--- src/rtl/ctl_dec_pkg.sv ---
package ctl_dec_pkg;
  localparam int OP_W   = 6;
  localparam int FN_W   = 6;
  localparam int GRP_W  = 3;
  localparam int ALU_W  = 2;
  localparam int WORD_W = 32;
  localparam int OP_LSB = WORD_W - OP_W;

  localparam logic [OP_W-1:0] OPC_REG = 6'b000000;
  localparam logic [OP_W-1:0] OPC_ORI = 6'b001101;
  localparam logic [OP_W-1:0] OPC_LDW = 6'b100011;
  localparam logic [OP_W-1:0] OPC_STW = 6'b101011;
  localparam logic [OP_W-1:0] OPC_BEQ = 6'b000100;
  localparam logic [OP_W-1:0] OPC_JMP = 6'b000010;

  localparam logic [FN_W-1:0] FN_ADD = 6'b100000;
  localparam logic [FN_W-1:0] FN_SUB = 6'b100010;

  localparam logic [GRP_W-1:0] GRP_REG = 3'b100;
  localparam logic [GRP_W-1:0] GRP_OR  = 3'b010;
  localparam logic [GRP_W-1:0] GRP_ADD = 3'b000;
  localparam logic [GRP_W-1:0] GRP_SUB = 3'b001;

  localparam logic [ALU_W-1:0] ALU_ADD = 2'b00;
  localparam logic [ALU_W-1:0] ALU_SUB = 2'b01;
  localparam logic [ALU_W-1:0] ALU_OR  = 2'b10;

  typedef struct packed {
    logic             dst_rd;
    logic             src_imm;
    logic             mem2reg;
    logic             reg_we;
    logic             mem_we;
    logic             br;
    logic             jmp;
    logic             sext;
    logic [GRP_W-1:0] grp;
  } main_ctl_t;

  // Main truth table: one row per supported opcode, zero row otherwise.
  function automatic main_ctl_t main_row(input logic [OP_W-1:0] op);
    main_ctl_t r;
    r = '0;
    case (op)
      OPC_REG: begin r.dst_rd = 1'b1; r.reg_we = 1'b1; r.grp = GRP_REG; end
      OPC_ORI: begin r.src_imm = 1'b1; r.reg_we = 1'b1; r.grp = GRP_OR; end
      OPC_LDW: begin
        r.src_imm = 1'b1; r.sext = 1'b1; r.mem2reg = 1'b1;
        r.reg_we = 1'b1; r.grp = GRP_ADD;
      end
      OPC_STW: begin
        r.src_imm = 1'b1; r.sext = 1'b1; r.mem_we = 1'b1; r.grp = GRP_ADD;
      end
      OPC_BEQ: begin r.br = 1'b1; r.grp = GRP_SUB; end
      OPC_JMP: begin r.jmp = 1'b1; end
      default: r = '0;
    endcase
    return r;
  endfunction

  // Local table: returns {known, operation}.
  function automatic logic [ALU_W:0] local_row(input logic [GRP_W-1:0] grp,
                                               input logic [FN_W-1:0] fn);
    logic [ALU_W:0] r;
    case (grp)
      GRP_REG: begin
        if (fn == FN_ADD)      r = {1'b1, ALU_ADD};
        else if (fn == FN_SUB) r = {1'b1, ALU_SUB};
        else                   r = {1'b0, ALU_ADD};
      end
      GRP_OR:  r = {1'b1, ALU_OR};
      GRP_SUB: r = {1'b1, ALU_SUB};
      default: r = {1'b1, ALU_ADD};
    endcase
    return r;
  endfunction
endpackage

--- src/rtl/ctl_main_dec.sv ---
module ctl_main_dec
  import ctl_dec_pkg::*;
(
  input  logic [OP_W-1:0] opcode,
  output main_ctl_t       ctl
);
  always_comb ctl = main_row(opcode);
endmodule

--- src/rtl/ctl_alu_dec.sv ---
module ctl_alu_dec
  import ctl_dec_pkg::*;
(
  input  logic [GRP_W-1:0] grp,
  input  logic [FN_W-1:0]  funct,
  output logic [ALU_W-1:0] alu_op,
  output logic             fn_known
);
  logic [ALU_W:0] row;
  always_comb begin
    row      = local_row(grp, funct);
    fn_known = row[ALU_W];
    alu_op   = fn_known ? row[ALU_W-1:0] : ALU_ADD;
  end
endmodule

--- src/rtl/ctl_decoder_top.sv ---
module ctl_decoder_top
  import ctl_dec_pkg::*;
(
  input  logic [31:0] instr_word,
  output logic        sel_rd_dest,
  output logic        alu_src_imm,
  output logic        load_to_reg,
  output logic        reg_wr_en,
  output logic        mem_wr_en,
  output logic        branch_eq,
  output logic        jump_abs,
  output logic        imm_sign_ext,
  output logic [2:0]  alu_group,
  output logic [1:0]  alu_sel
);
  logic [OP_W-1:0]  op_field;
  logic [FN_W-1:0]  fn_field;
  main_ctl_t        main_ctl;
  main_ctl_t        gated_ctl;
  logic [ALU_W-1:0] local_op;
  logic             fn_known;
  logic             unused_fields;

  assign op_field      = instr_word[WORD_W-1:OP_LSB];
  assign fn_field      = instr_word[FN_W-1:0];
  assign unused_fields = ^instr_word[OP_LSB-1:FN_W];

  ctl_main_dec u_main (
    .opcode (op_field),
    .ctl    (main_ctl)
  );

  ctl_alu_dec u_alu (
    .grp      (main_ctl.grp),
    .funct    (fn_field),
    .alu_op   (local_op),
    .fn_known (fn_known)
  );

  // An unknown function field silences the whole word.
  assign gated_ctl = fn_known ? main_ctl : '0;

  assign sel_rd_dest  = gated_ctl.dst_rd;
  assign alu_src_imm  = gated_ctl.src_imm;
  assign load_to_reg  = gated_ctl.mem2reg;
  assign reg_wr_en    = gated_ctl.reg_we;
  assign mem_wr_en    = gated_ctl.mem_we;
  assign branch_eq    = gated_ctl.br;
  assign jump_abs     = gated_ctl.jmp;
  assign imm_sign_ext = gated_ctl.sext;
  assign alu_group    = gated_ctl.grp;
  assign alu_sel      = local_op;
endmodule

--- config.mk ---
export PLATFORM = sky130hd
export DESIGN_NAME = ctl_decoder_top
export DESIGN_NICKNAME = d
export VERILOG_FILES = /design/src/rtl/ctl_dec_pkg.sv /design/src/rtl/ctl_main_dec.sv /design/src/rtl/ctl_alu_dec.sv /design/src/rtl/ctl_decoder_top.sv
export SDC_FILE = /design/constraint.sdc
export NUM_CORES = 1
export LEC_CHECK = 0
export BUFFER_PORTS_ARGS = -buffer_cell sky130_fd_sc_hd__buf_4
export CORE_AREA = 2 2 39 41
export DETAILED_ROUTE_END_ITERATION = 7
export DIE_AREA = 0 0 41 43
export GPL_ROUTABILITY_DRIVEN = 0
export SETUP_SLACK_MARGIN = 0.02
export SYNTH_ARGS = -nofsm -noshare
export SYNTH_HDL_FRONTEND = slang
export SYNTH_SLANG_ARGS = --single-unit
--- constraint.sdc ---
create_clock -name vclk -period 2.4
set_input_delay 0.24 -clock vclk [all_inputs]
set_output_delay 0.24 -clock vclk [all_outputs]
set_load 0.005 [all_outputs]
## After elaboration in Yosys (flattened, before gate mapping)

Cells that the tools add are included.

- Flip-flop bits (word level): 0
- Input port bits: 32
- Output and inout port bits: 13
- Word-level logic and storage cells: 28

- Eq/ne operators: 10
- Multiplexer cells: 14
- Reductions and logical operators: 4

Operators by type and width:

| kind | count |
|---|---|
| 6-bit == test (second input constant) | 4 |
| 3-bit case mux with 3 select lines | 2 |
| 11-bit 2-to-1 mux | 1 |
| 1-bit 2-to-1 mux | 8 |
| 6-bit by 2-bit == test with 1-bit output (second input constant) | 1 |
| 6-bit by 3-bit == test with 1-bit output (second input constant) | 1 |
| 6-bit by 4-bit == test with 1-bit output (second input constant) | 1 |
| 6-bit zero test | 1 |
| 3-bit 2-to-1 mux | 2 |
| 3-bit OR reduction | 2 |
| 3-bit by 1-bit == test with 1-bit output (second input constant) | 1 |
| 3-bit by 2-bit == test with 1-bit output (second input constant) | 1 |
| 3-bit == test (second input constant) | 1 |
| 2-bit 2-to-1 mux | 1 |
| 2-bit OR reduction | 1 |

## Longest topological paths before layout

Gate-level depths: netlist (run 1).

- Depth after elaboration: 5
- Depth in mapped cells: 4
- Depth with buffers taken out: 4

## Modules after synthesis

Synthesis (run 1) repeated with hierarchy kept, for this count alone.

- Cell total of the unflattened synthesis: 43
- Area total of the unflattened synthesis: 289.0 µm²

By module, submodules not included:

| module | instances | cells an instance | area an instance (µm²) | sequential area each (µm²) |
|---|---|---|---|---|
| ctl_main_dec | 1 | 23 | 141.4 | 0.0 |
| ctl_decoder_top | 1 | 12 | 80.1 | 0.0 |
| ctl_alu_dec | 1 | 8 | 67.6 | 0.0 |

## Least setup slack after synthesis (run 1)

No wires, ideal clock.

- Kind: input to output
- From: input port instr_word[26]
- To: output port alu_group[0]
- Arrival time: 1.244 ns
- Required time: 2.160 ns
- Path slack: 0.916 ns
- Stages on the path: 3
- Path buffers: 1
- Cells stage by stage: or4_4 > nor3b_1 > buf_4

- Cells in the longest elaborated chain, start to end: 5
- Elaborated cells on any way between the ends: 9
- Classes of those cells: 5 x eq/ne; 3 x mux; 1 x reduce/logical

Ends and longest elaborated chain:

| item | line | text |
|---|---|---|
| start, declared | ctl_decoder_top.sv:4 | `input logic [31:0] instr_word,` |
| 6-bit by 3-bit == test with 1-bit output (tied with other cells) | ctl_dec_pkg.sv:44 | `case (op)` |
| 3-bit case mux with 3 select lines (*) | ctl_dec_pkg.sv:44 |  |
| 3-bit by 1-bit == test with 1-bit output (tied with other cells) | ctl_dec_pkg.sv:65 | `case (grp)` |
| 3-bit case mux with 3 select lines | ctl_dec_pkg.sv:65 |  |
| 11-bit 2-to-1 mux (*) | ctl_decoder_top.sv:41 | `assign gated_ctl = fn_known ? main_ctl : '0;` |
| end, declared | ctl_decoder_top.sv:13 | `output logic [2:0] alu_group,` |

Mark *: on every way between the ends. The rest lies on a longest branch, timed or not.

## Worst setup path in the final report (run 1)

- From: input port instr_word[26]
- To: output port reg_wr_en

- Cells in the longest elaborated chain, start to end: 5
- Elaborated cells on any way between the ends: 12
- Classes of those cells: 6 x eq/ne; 4 x mux; 2 x reduce/logical

Ends and longest elaborated chain:

| item | line | text |
|---|---|---|
| 6-bit by 3-bit == test with 1-bit output (tied with other cells) | ctl_dec_pkg.sv:44 |  |
| 3-bit case mux with 3 select lines | ctl_dec_pkg.sv:44 |  |
| 3-bit by 1-bit == test with 1-bit output (tied with other cells) | ctl_dec_pkg.sv:65 |  |
| 3-bit case mux with 3 select lines | ctl_dec_pkg.sv:65 |  |
| 11-bit 2-to-1 mux (*) | ctl_decoder_top.sv:41 |  |
| end, declared | ctl_decoder_top.sv:8 | `output logic reg_wr_en,` |

Marks and branches as above.

==> impl_metrics.tcl, run 1 <==
set metrics [dict create \
    complex_gate_fraction_of_the_synthesized_area_pct 12.4 \
    post-route-worst-setup-slack_ns 0.721 \
    dominant_cell_by_count_in_the_synthesized_netlist "sky130_fd_sc_hd__nor3_1" \
    synth_sequential_area_ratio_pct 0 \
    postSynthCellCount 23 \
    timing.critical_path.slowest_stage_cell "sky130_fd_sc_hd__or4_4" \
    placeableCoreArea_sq_um 1380 \
    cp_slowest_stage_delay_ns 0.56 \
    worst_ep_required_time_ns 2.16 \
    timing.critical_path.from_type "input port" \
    synth_xor_area_share_pct 0 \
    power.ir.vdd_worst_mv 0.0381 \
    finalPower_mw 0.0320 \
    worst-slew-pin-transition_ns 0.285 \
    ant_nets 0 \
    hold_ws_ns 0.746 \
    finalCritPeriodShare_pct 70.0 \
    yosys-top-cells-area "sky130_fd_sc_hd__and4bb_2 17%, sky130_fd_sc_hd__nor3_1 13%, sky130_fd_sc_hd__nor3b_1 9.9%" \
    worst-setup-path-type "input port to output port" \
    synthSimpleGateAreaFrac_pct 75.2 \
    drive_gt1_share_pct 61.7 \
    drt-pass1-iter-count 1 \
    drt-initial-drc-count 0 \
    ctsResizeCount 0 \
    die_height_microns 43 \
    pin_count_of_the_biggest_net_entering_global_routing 7 \
    cts-hold-fix-buffers 0 \
    hold_path.class "input port to output port" \
    worst_slew_margin_rel_pct 80.9 \
    synth.avg_cell_area_sq_um 6.58 \
    run_status "completed" \
    clock_buffers 0 \
    global_route.usage.total_pct 6.29 \
    synth_top_family_by_area "simple AND/OR/NAND/NOR gates" \
    final_count_of_negative_setup_slack_endpoints 0 \
    grt_pass1_vias 219 \
    fp-row-count 14 \
    design.final.nets 81 \
    grt_antenna_before_repair 0 \
    yosysTopAreaCellShare_pct 16.5 \
    finalHoldViolCount 0 \
    dp_hpwl_microns 498 \
    maxSlewViolCount 0 \
    category_of_the_worst_setup_path_capture_point "output port" \
    global_route_wire_length_before_repair_microns 848 \
    synth-adder-area-share_pct 0 \
    layout-area-overhead-vs-synth_pct 132 \
    count_of_distinct_cell_types_in_the_synthesized_netlist 13 \
    synth.net_count 55 \
    fin_crit_ns 1.68 \
    fin_tns_setup_ns 0 \
    synth_top_cell_by_area "sky130_fd_sc_hd__and4bb_2" \
    fmax_ghz 0.595 \
    vias 262 \
    fp.dieW_microns 41 \
    synth_warnings 0 \
    ff_latch_area_sq_um 0 \
    synth_area_sq_um 151 \
    post-place-ws_ns 0.716 \
    routed_wire_length_per_instance_microns 9.40 \
    critical_path.max_fanout 5 \
    postCtsSetupBuffers 0 \
    cellLeakagePower_nw 0.193 \
    io_pins 45 \
    cellPowerDensity_nw_per_um2 91.1 \
    worstPathCellList "buf_4 -> or4_4 -> and4bb_2 -> a211o_2 -> buf_4" \
    path_buf_inv 2 \
    grt_remaining_overflow 0 \
    antenna_cells_inserted 0 \
    most_common_cell_type_on_the_critical_path "sky130_fd_sc_hd__buf_4" \
    placement.io_buffers 25 \
    timing.critical_path.max_delay_family "simple AND/OR/NAND/NOR gates" \
    worstPathArrival_ns 1.44 \
    seq_cell_count 0 \
    synth_common_cells "4 x sky130_fd_sc_hd__nor3_1, 3 x sky130_fd_sc_hd__inv_1, 3 x sky130_fd_sc_hd__nor2_1" \
    max_cap_viol_count 0 \
    start_util_pct 10.9 \
    vias_per_cell 4.16 \
    multiplexer_fraction_of_the_synthesized_cell_area_pct 0 \
    postRouteWirelength_microns 592 \
    grt_setup_unrepaired "no" \
    fp.dieArea_sq_um 1760 \
    remaining_drc_errors 0 \
]
-- placed cells by master, fill, tap and decap left out, types with 2 or more instances in the layout --
cell type / netlist / layout
sky130_fd_sc_hd__and4bb_2: 2 / 2
sky130_fd_sc_hd__inv_1: 3 / 3
sky130_fd_sc_hd__nor3b_1: 2 / 2
sky130_fd_sc_hd__nor3_1: 4 / 4
sky130_fd_sc_hd__nor2_1: 3 / 3
sky130_fd_sc_hd__nand2b_1: 2 / 2
sky130_fd_sc_hd__buf_4: 1 / 25
-- cell type report --
cell class                      instances  area [sq um]
Multi-Input combinational cell         19           133
Fill cell                             148          1030
Timing Repair Buffer                   25           188
Inverter                                3          11.3
Tap cell                               16          20.0
-- tightest hold or removal path: stages --
cell and delay [ns]:
sky130_fd_sc_hd__buf_4 0.10, sky130_fd_sc_hd__nor2_1 0.04, sky130_fd_sc_hd__buf_4 0.12
-- metal layers --
metal	global-route usage [%]	routed length (microns)	vias to the layer above
met4	0	0	0
met5	0	0	-
li1	-	-	134
met1	8.54	252	108
met2	10.9	231	20
met3	0.524	108	0
-- where the power goes --
group	total [mW]	internal (mW)	switching [mW]
logic	0.0320	0.0199	0.0121
registers	0	0	0
clock network	0	0	0
-- stage by stage --
step / instance area, sq um / utilization [%] / std cells
after floorplan: 151 / - / 23
after global placement: 352 / 25.4 / 63
after detailed placement: 352 / 25.4 / 63
after CTS: 352 / 25.4 / 63
after global routing: 352 / 25.4 / 63
final: 352 / 25.4 / 63
-- worst paths after layout --
path	from	to	slack [ns]	cells past startpoint
hold / removal	instr_word[29]	load_to_reg	0.75	3
setup / recovery	instr_word[26]	reg_wr_en	0.72	5
-- logic make-up after synthesis --
kind of cell / count (synthesis)
buf+inv: 4
simple gates: 17
compound gates: 2
Note: power is estimated with default switching activity, not from simulation.
==> inputs of run 2 (changes only) <==
==> constraint.sdc (replaced) <==
create_clock -name vclk -period 1.4
set_input_delay 0.14 -clock vclk [all_inputs]
set_output_delay 0.14 -clock vclk [all_outputs]
set_load 0.005 [all_outputs]
==> impl_metrics.tcl, run 2 (synthesis results as in run 1) <==
set metrics [dict create \
    fp.dieArea_sq_um 1760 \
    worst_slew_margin_rel_pct 78.1 \
    drt-initial-drc-count 4 \
    postCtsSetupBuffers 0 \
    seq_cell_count 0 \
    numPlacedInstances 67 \
    mostFrequentLayoutCell "sky130_fd_sc_hd__buf_4" \
    worst-setup-path-type "input port to output port" \
    worstPathArrival_ns 1.34 \
    global_route.usage.total_pct 7.09 \
    hold_path.class "input port to output port" \
    timing.critical_path.slowest_stage_cell "sky130_fd_sc_hd__or4_4" \
    post-place-ws_ns -0.0950 \
    power.ir.vdd_worst_mv 0.0539 \
    grt_remaining_overflow 0 \
    path_buf_inv 2 \
    pin_count_of_the_biggest_net_entering_global_routing 7 \
    failed_checks "negative setup slack" \
    fp.dieW_microns 41 \
    maxSlewViolCount 0 \
    category_of_the_worst_setup_path_capture_point "output port" \
    routed_wire_length_per_instance_microns 9.94 \
    finalCritPeriodShare_pct 105 \
    remaining_drc_errors 0 \
    final_count_of_negative_setup_slack_endpoints 1 \
    vias 284 \
    placement.io_buffers 25 \
    timing.critical_path.max_delay_family "simple AND/OR/NAND/NOR gates" \
    post-route-worst-setup-slack_ns -0.0766 \
    timing.critical_path.from_type "input port" \
    global_route_wire_length_before_repair_microns 959 \
    hold_ws_ns 0.567 \
    grt_antenna_before_repair 0 \
    io_pins 45 \
    vias_per_cell 4.24 \
    ff_latch_area_sq_um 0 \
    die_height_microns 43 \
    fin_crit_ns 1.48 \
    drt-pass1-iter-count 2 \
    ant_nets 0 \
    layout.cells.most_common_list "26 x sky130_fd_sc_hd__buf_4, 4 x sky130_fd_sc_hd__nor3_1, 3 x sky130_fd_sc_hd__inv_1, 3 x sky130_fd_sc_hd__nor2_1, 3 x sky130_fd_sc_hd__buf_6" \
    clock_buffers 0 \
    run_status "finished, violations left" \
    fill_cells 152 \
    cellPowerDensity_nw_per_um2 167 \
    antenna_cells_inserted 0 \
    fmax_ghz 0.677 \
    critical_path.max_fanout 5 \
    worst-slew-pin-transition_ns 0.326 \
    layout-area-overhead-vs-synth_pct 160 \
    grt_pass1_vias 238 \
    cts-hold-fix-buffers 0 \
    cp_slowest_stage_delay_ns 0.56 \
    most_common_cell_type_on_the_critical_path "sky130_fd_sc_hd__buf_6" \
    finish.cell_count_without_fillers 67 \
    max_cap_viol_count 0 \
    grt_setup_unrepaired "yes" \
    postRouteWirelength_microns 666 \
    cellLeakagePower_nw 0.215 \
    finalHoldViolCount 0 \
    fin_tns_setup_ns -0.0766 \
    placeableCoreArea_sq_um 1380 \
    drive_gt1_share_pct 64.7 \
    worst_ep_required_time_ns 1.26 \
    worstPathCellList "buf_6 -> or4_4 -> and4bb_2 -> a211o_2 -> buf_6" \
    design.final.nets 85 \
    start_util_pct 10.9 \
    fp-row-count 14 \
]
## run 2: layout make-up
class	count	area [sq um]	area share, %
multi-input cells	19	133	33.8
well taps	16	20.0	5.10
repair buffers	29	229	58.3
inverters	3	11.3	2.87
## run 2: path summary, 6_finish.rpt
kind | startpoint | endpoint | cells after the start
max | instr_word[31] | reg_wr_en | 5
min | instr_word[27] | alu_sel[0] | 3
## run 2: where the power goes
| part | total, mW | leakage (nW) | internal, mW | switching [mW] |
|---|---|---|---|---|
| combinational | 0.0657 | 0.215 | 0.0431 | 0.0225 |
| sequential | 0 | 0 | 0 | 0 |
| clock | 0 | 0 | 0 | 0 |
## run 2: what timing repair did
action / CTS / global route
resized for setup: 3 / 0
setup endpoints to repair: 4 / 4
pin swaps: 3 / 0
## run 2: stage by stage
stage	util (%)	power (mW)	instance area [sq um]
after floorplan	-	0.0145	151
after global placement	27.6	0.0625	382
after detailed placement	27.6	0.0633	382
after CTS	28.4	0.0658	393
after global routing	28.4	0.0711	393
final	28.4	0.0657	393
## run 2: routing by layer
layer / up-vias / wire length [microns] / share of wire, % / global-route usage (%)
met3: 0 / 109 / 16 / 0.524
met1: 122 / 286 / 43 / 9.49
li1: 142 / - / - / -
met2: 20 / 269 / 40 / 12.5
met4: 0 / 0 / 0 / 0
met5: - / 0 / 0 / 0
==> inputs of run 3 (changes only) <==
--- a/config.mk
+++ b/config.mk
@@ -10,7 +10,9 @@
 export DETAILED_ROUTE_END_ITERATION = 7
 export DIE_AREA = 0 0 41 43
 export GPL_ROUTABILITY_DRIVEN = 0
+export PLACE_DENSITY = 0.66
 export SETUP_SLACK_MARGIN = 0.02
 export SYNTH_ARGS = -nofsm -noshare
 export SYNTH_HDL_FRONTEND = slang
+export SYNTH_HIERARCHICAL = 1
 export SYNTH_SLANG_ARGS = --single-unit
==> impl_metrics.tcl, run 3 <==
set metrics [dict create \
    run_status "finished, violations left" \
    failed_checks "negative setup slack" \
    max_cap_viol_count 0 \
    finalPower_mw 0.112 \
    drive_gt1_share_pct 74.4 \
    worst_ep_required_time_ns 1.26 \
    finalCritPeriodShare_pct 130 \
    mostFrequentLayoutCell "sky130_fd_sc_hd__buf_4" \
    remaining_drc_errors 0 \
    fin_crit_ns 1.82 \
    synth.avg_cell_area_sq_um 6.72 \
    synth_sequential_area_ratio_pct 0 \
    ant_nets 0 \
    yosys-top-cells-area "sky130_fd_sc_hd__and2_1 24%, sky130_fd_sc_hd__nor3b_1 13%, sky130_fd_sc_hd__o41ai_2 5.6%" \
    hold_path_depth 4 \
    synth_common_cells "11 x sky130_fd_sc_hd__and2_1, 5 x sky130_fd_sc_hd__nor3b_1, 3 x sky130_fd_sc_hd__nor3_1" \
    timing.critical_path.slowest_stage_cell "sky130_fd_sc_hd__or4_4" \
    placeableCoreArea_sq_um 1380 \
    finish.cell_count_without_fillers 98 \
    layout-area-overhead-vs-synth_pct 152 \
    placement.io_buffers 25 \
    yosysTopAreaCellShare_pct 23.8 \
    grt_pass1_vias 427 \
    worst-setup-path-type "input port to output port" \
    count_of_distinct_cell_types_in_the_synthesized_netlist 24 \
    postSynthCellCount 43 \
    synth_top_cell_by_area "sky130_fd_sc_hd__and2_1" \
    vias 467 \
    category_of_the_worst_setup_path_capture_point "output port" \
    worst-slew-pin-transition_ns 0.368 \
    worst_slew_margin_rel_pct 74.8 \
    fp.dieW_microns 41 \
    cp_slowest_stage_delay_ns 0.57 \
    grt_antenna_before_repair 0 \
    start_util_pct 20.9 \
    grt_setup_unrepaired "yes" \
    timing.critical_path.depth 6 \
    routed_wire_length_per_instance_microns 11.4 \
    worstPathCellList "buf_6 -> or4_4 -> nor3b_4 -> or3b_4 -> o41ai_2 -> buf_4" \
    cellPowerDensity_nw_per_um2 154 \
    fmax_ghz 0.551 \
    fp.dieArea_sq_um 1760 \
    final_count_of_negative_setup_slack_endpoints 13 \
    global_route_wire_length_before_repair_mm 1.77 \
    die_height_microns 43 \
    finalHoldViolCount 0 \
    timing.critical_path.max_delay_family "simple AND/OR/NAND/NOR gates" \
    synth.net_count 75 \
    io_pins 45 \
    seq_cell_count 0 \
    global_route.usage.total_pct 13.4 \
    drt-pass1-iter-count 4 \
    grt_remaining_overflow 0 \
    vias_per_cell 4.77 \
    cellLeakagePower_nw 0.356 \
    post-place-ws_ns -0.549 \
    timing.critical_path.from_type "input port" \
    hold_path.class "input port to output port" \
    ff_latch_area_sq_um 0 \
    synth_area_sq_um 289 \
    fp-row-count 14 \
    power.ir.vdd_worst_mv 0.0957 \
    numPlacedInstances 96 \
    dominant_cell_by_count_in_the_synthesized_netlist "sky130_fd_sc_hd__and2_1" \
    layout.cells.most_common_list "30 x sky130_fd_sc_hd__buf_4, 12 x sky130_fd_sc_hd__buf_6, 10 x sky130_fd_sc_hd__and2_4" \
    antenna_cells_inserted 0 \
    maxSlewViolCount 0 \
    design.final.nets 116 \
    worstPathArrival_ns 1.68 \
    pin_count_of_the_biggest_net_entering_global_routing 9 \
    fill_cells 145 \
    cts-hold-fix-buffers 0 \
    dp_hpwl_microns 917 \
    postRouteWirelength_mm 1.12 \
    synth_warnings 6 \
    post-route-worst-setup-slack_ns -0.416 \
    path_buf_inv 2 \
    clock_buffers 0 \
    drt-initial-drc-count 4 \
    critical_path.max_fanout 3 \
]
[run 3: cell types whose count changed after synthesis, moves of 2 or more]
cell,change
sky130_fd_sc_hd__and2_1,+11
sky130_fd_sc_hd__nor3b_1,+3
sky130_fd_sc_hd__and4bb_2,-2
sky130_fd_sc_hd__inv_1,-2
sky130_fd_sc_hd__nand2b_1,-2
sky130_fd_sc_hd__nand3b_1,+2
[run 3: timing repair]
item	4_1_cts	5_1_grt
resized for setup	18	6
endpoints found under the hold margin	0	0
pin swaps	4	1
buffers inserted	2	2
endpoints found under the setup margin	13	13
[run 3: logic make-up after synthesis]
group / count (synthesis) / synth area share [%]
AO/OA/AOI/OAI: 4 / 12.6
buffers and inverters: 4 / 8.22
AND/OR/NAND/NOR: 35 / 79.2
[run 3: per-stage QoR]
| stage | cell area [sq um] | hold WS (ns) | utilization (%) | TNS, ns |
|---|---|---|---|---|
| floorplan | 329 | 0.416 | - | -2.21 |
| global placement | 629 | 0.662 | 45.5 | -5.94 |
| detailed placement | 629 | 0.655 | 45.5 | -6.59 |
| CTS | 694 | 0.655 | 50.2 | -4.53 |
| global route | 728 | 0.667 | 52.6 | -5.35 |
| finish | 728 | 0.653 | 52.6 | -4.48 |
[run 3: final timing paths]
check | startpoint | to | slack [ns]
max | instr_word[27] | alu_sel[0] | -0.42
min | instr_word[1] | alu_sel[0] | 0.65
[run 3: area by class of cell]
class                      count  area (sq um)  area share [%]
inverter                       1          3.75           0.515
multi-input combinational     39           344            47.3
tap                           16          20.0            2.75
timing repair buffer          42           360            49.5
[run 3: metal layers]
layer	track usage, %	part of all wire [%]
met4	0	0
met2	24.1	52
met1	18.2	44
met5	0	0
met3	0	3.9
[run 3: power by group]
| part | switching (mW) | internal, mW | total [mW] |
|---|---|---|---|
| logic | 0.0441 | 0.0682 | 0.112 |
| clock network | 0 | 0 | 0 |
| registers | 0 | 0 | 0 |
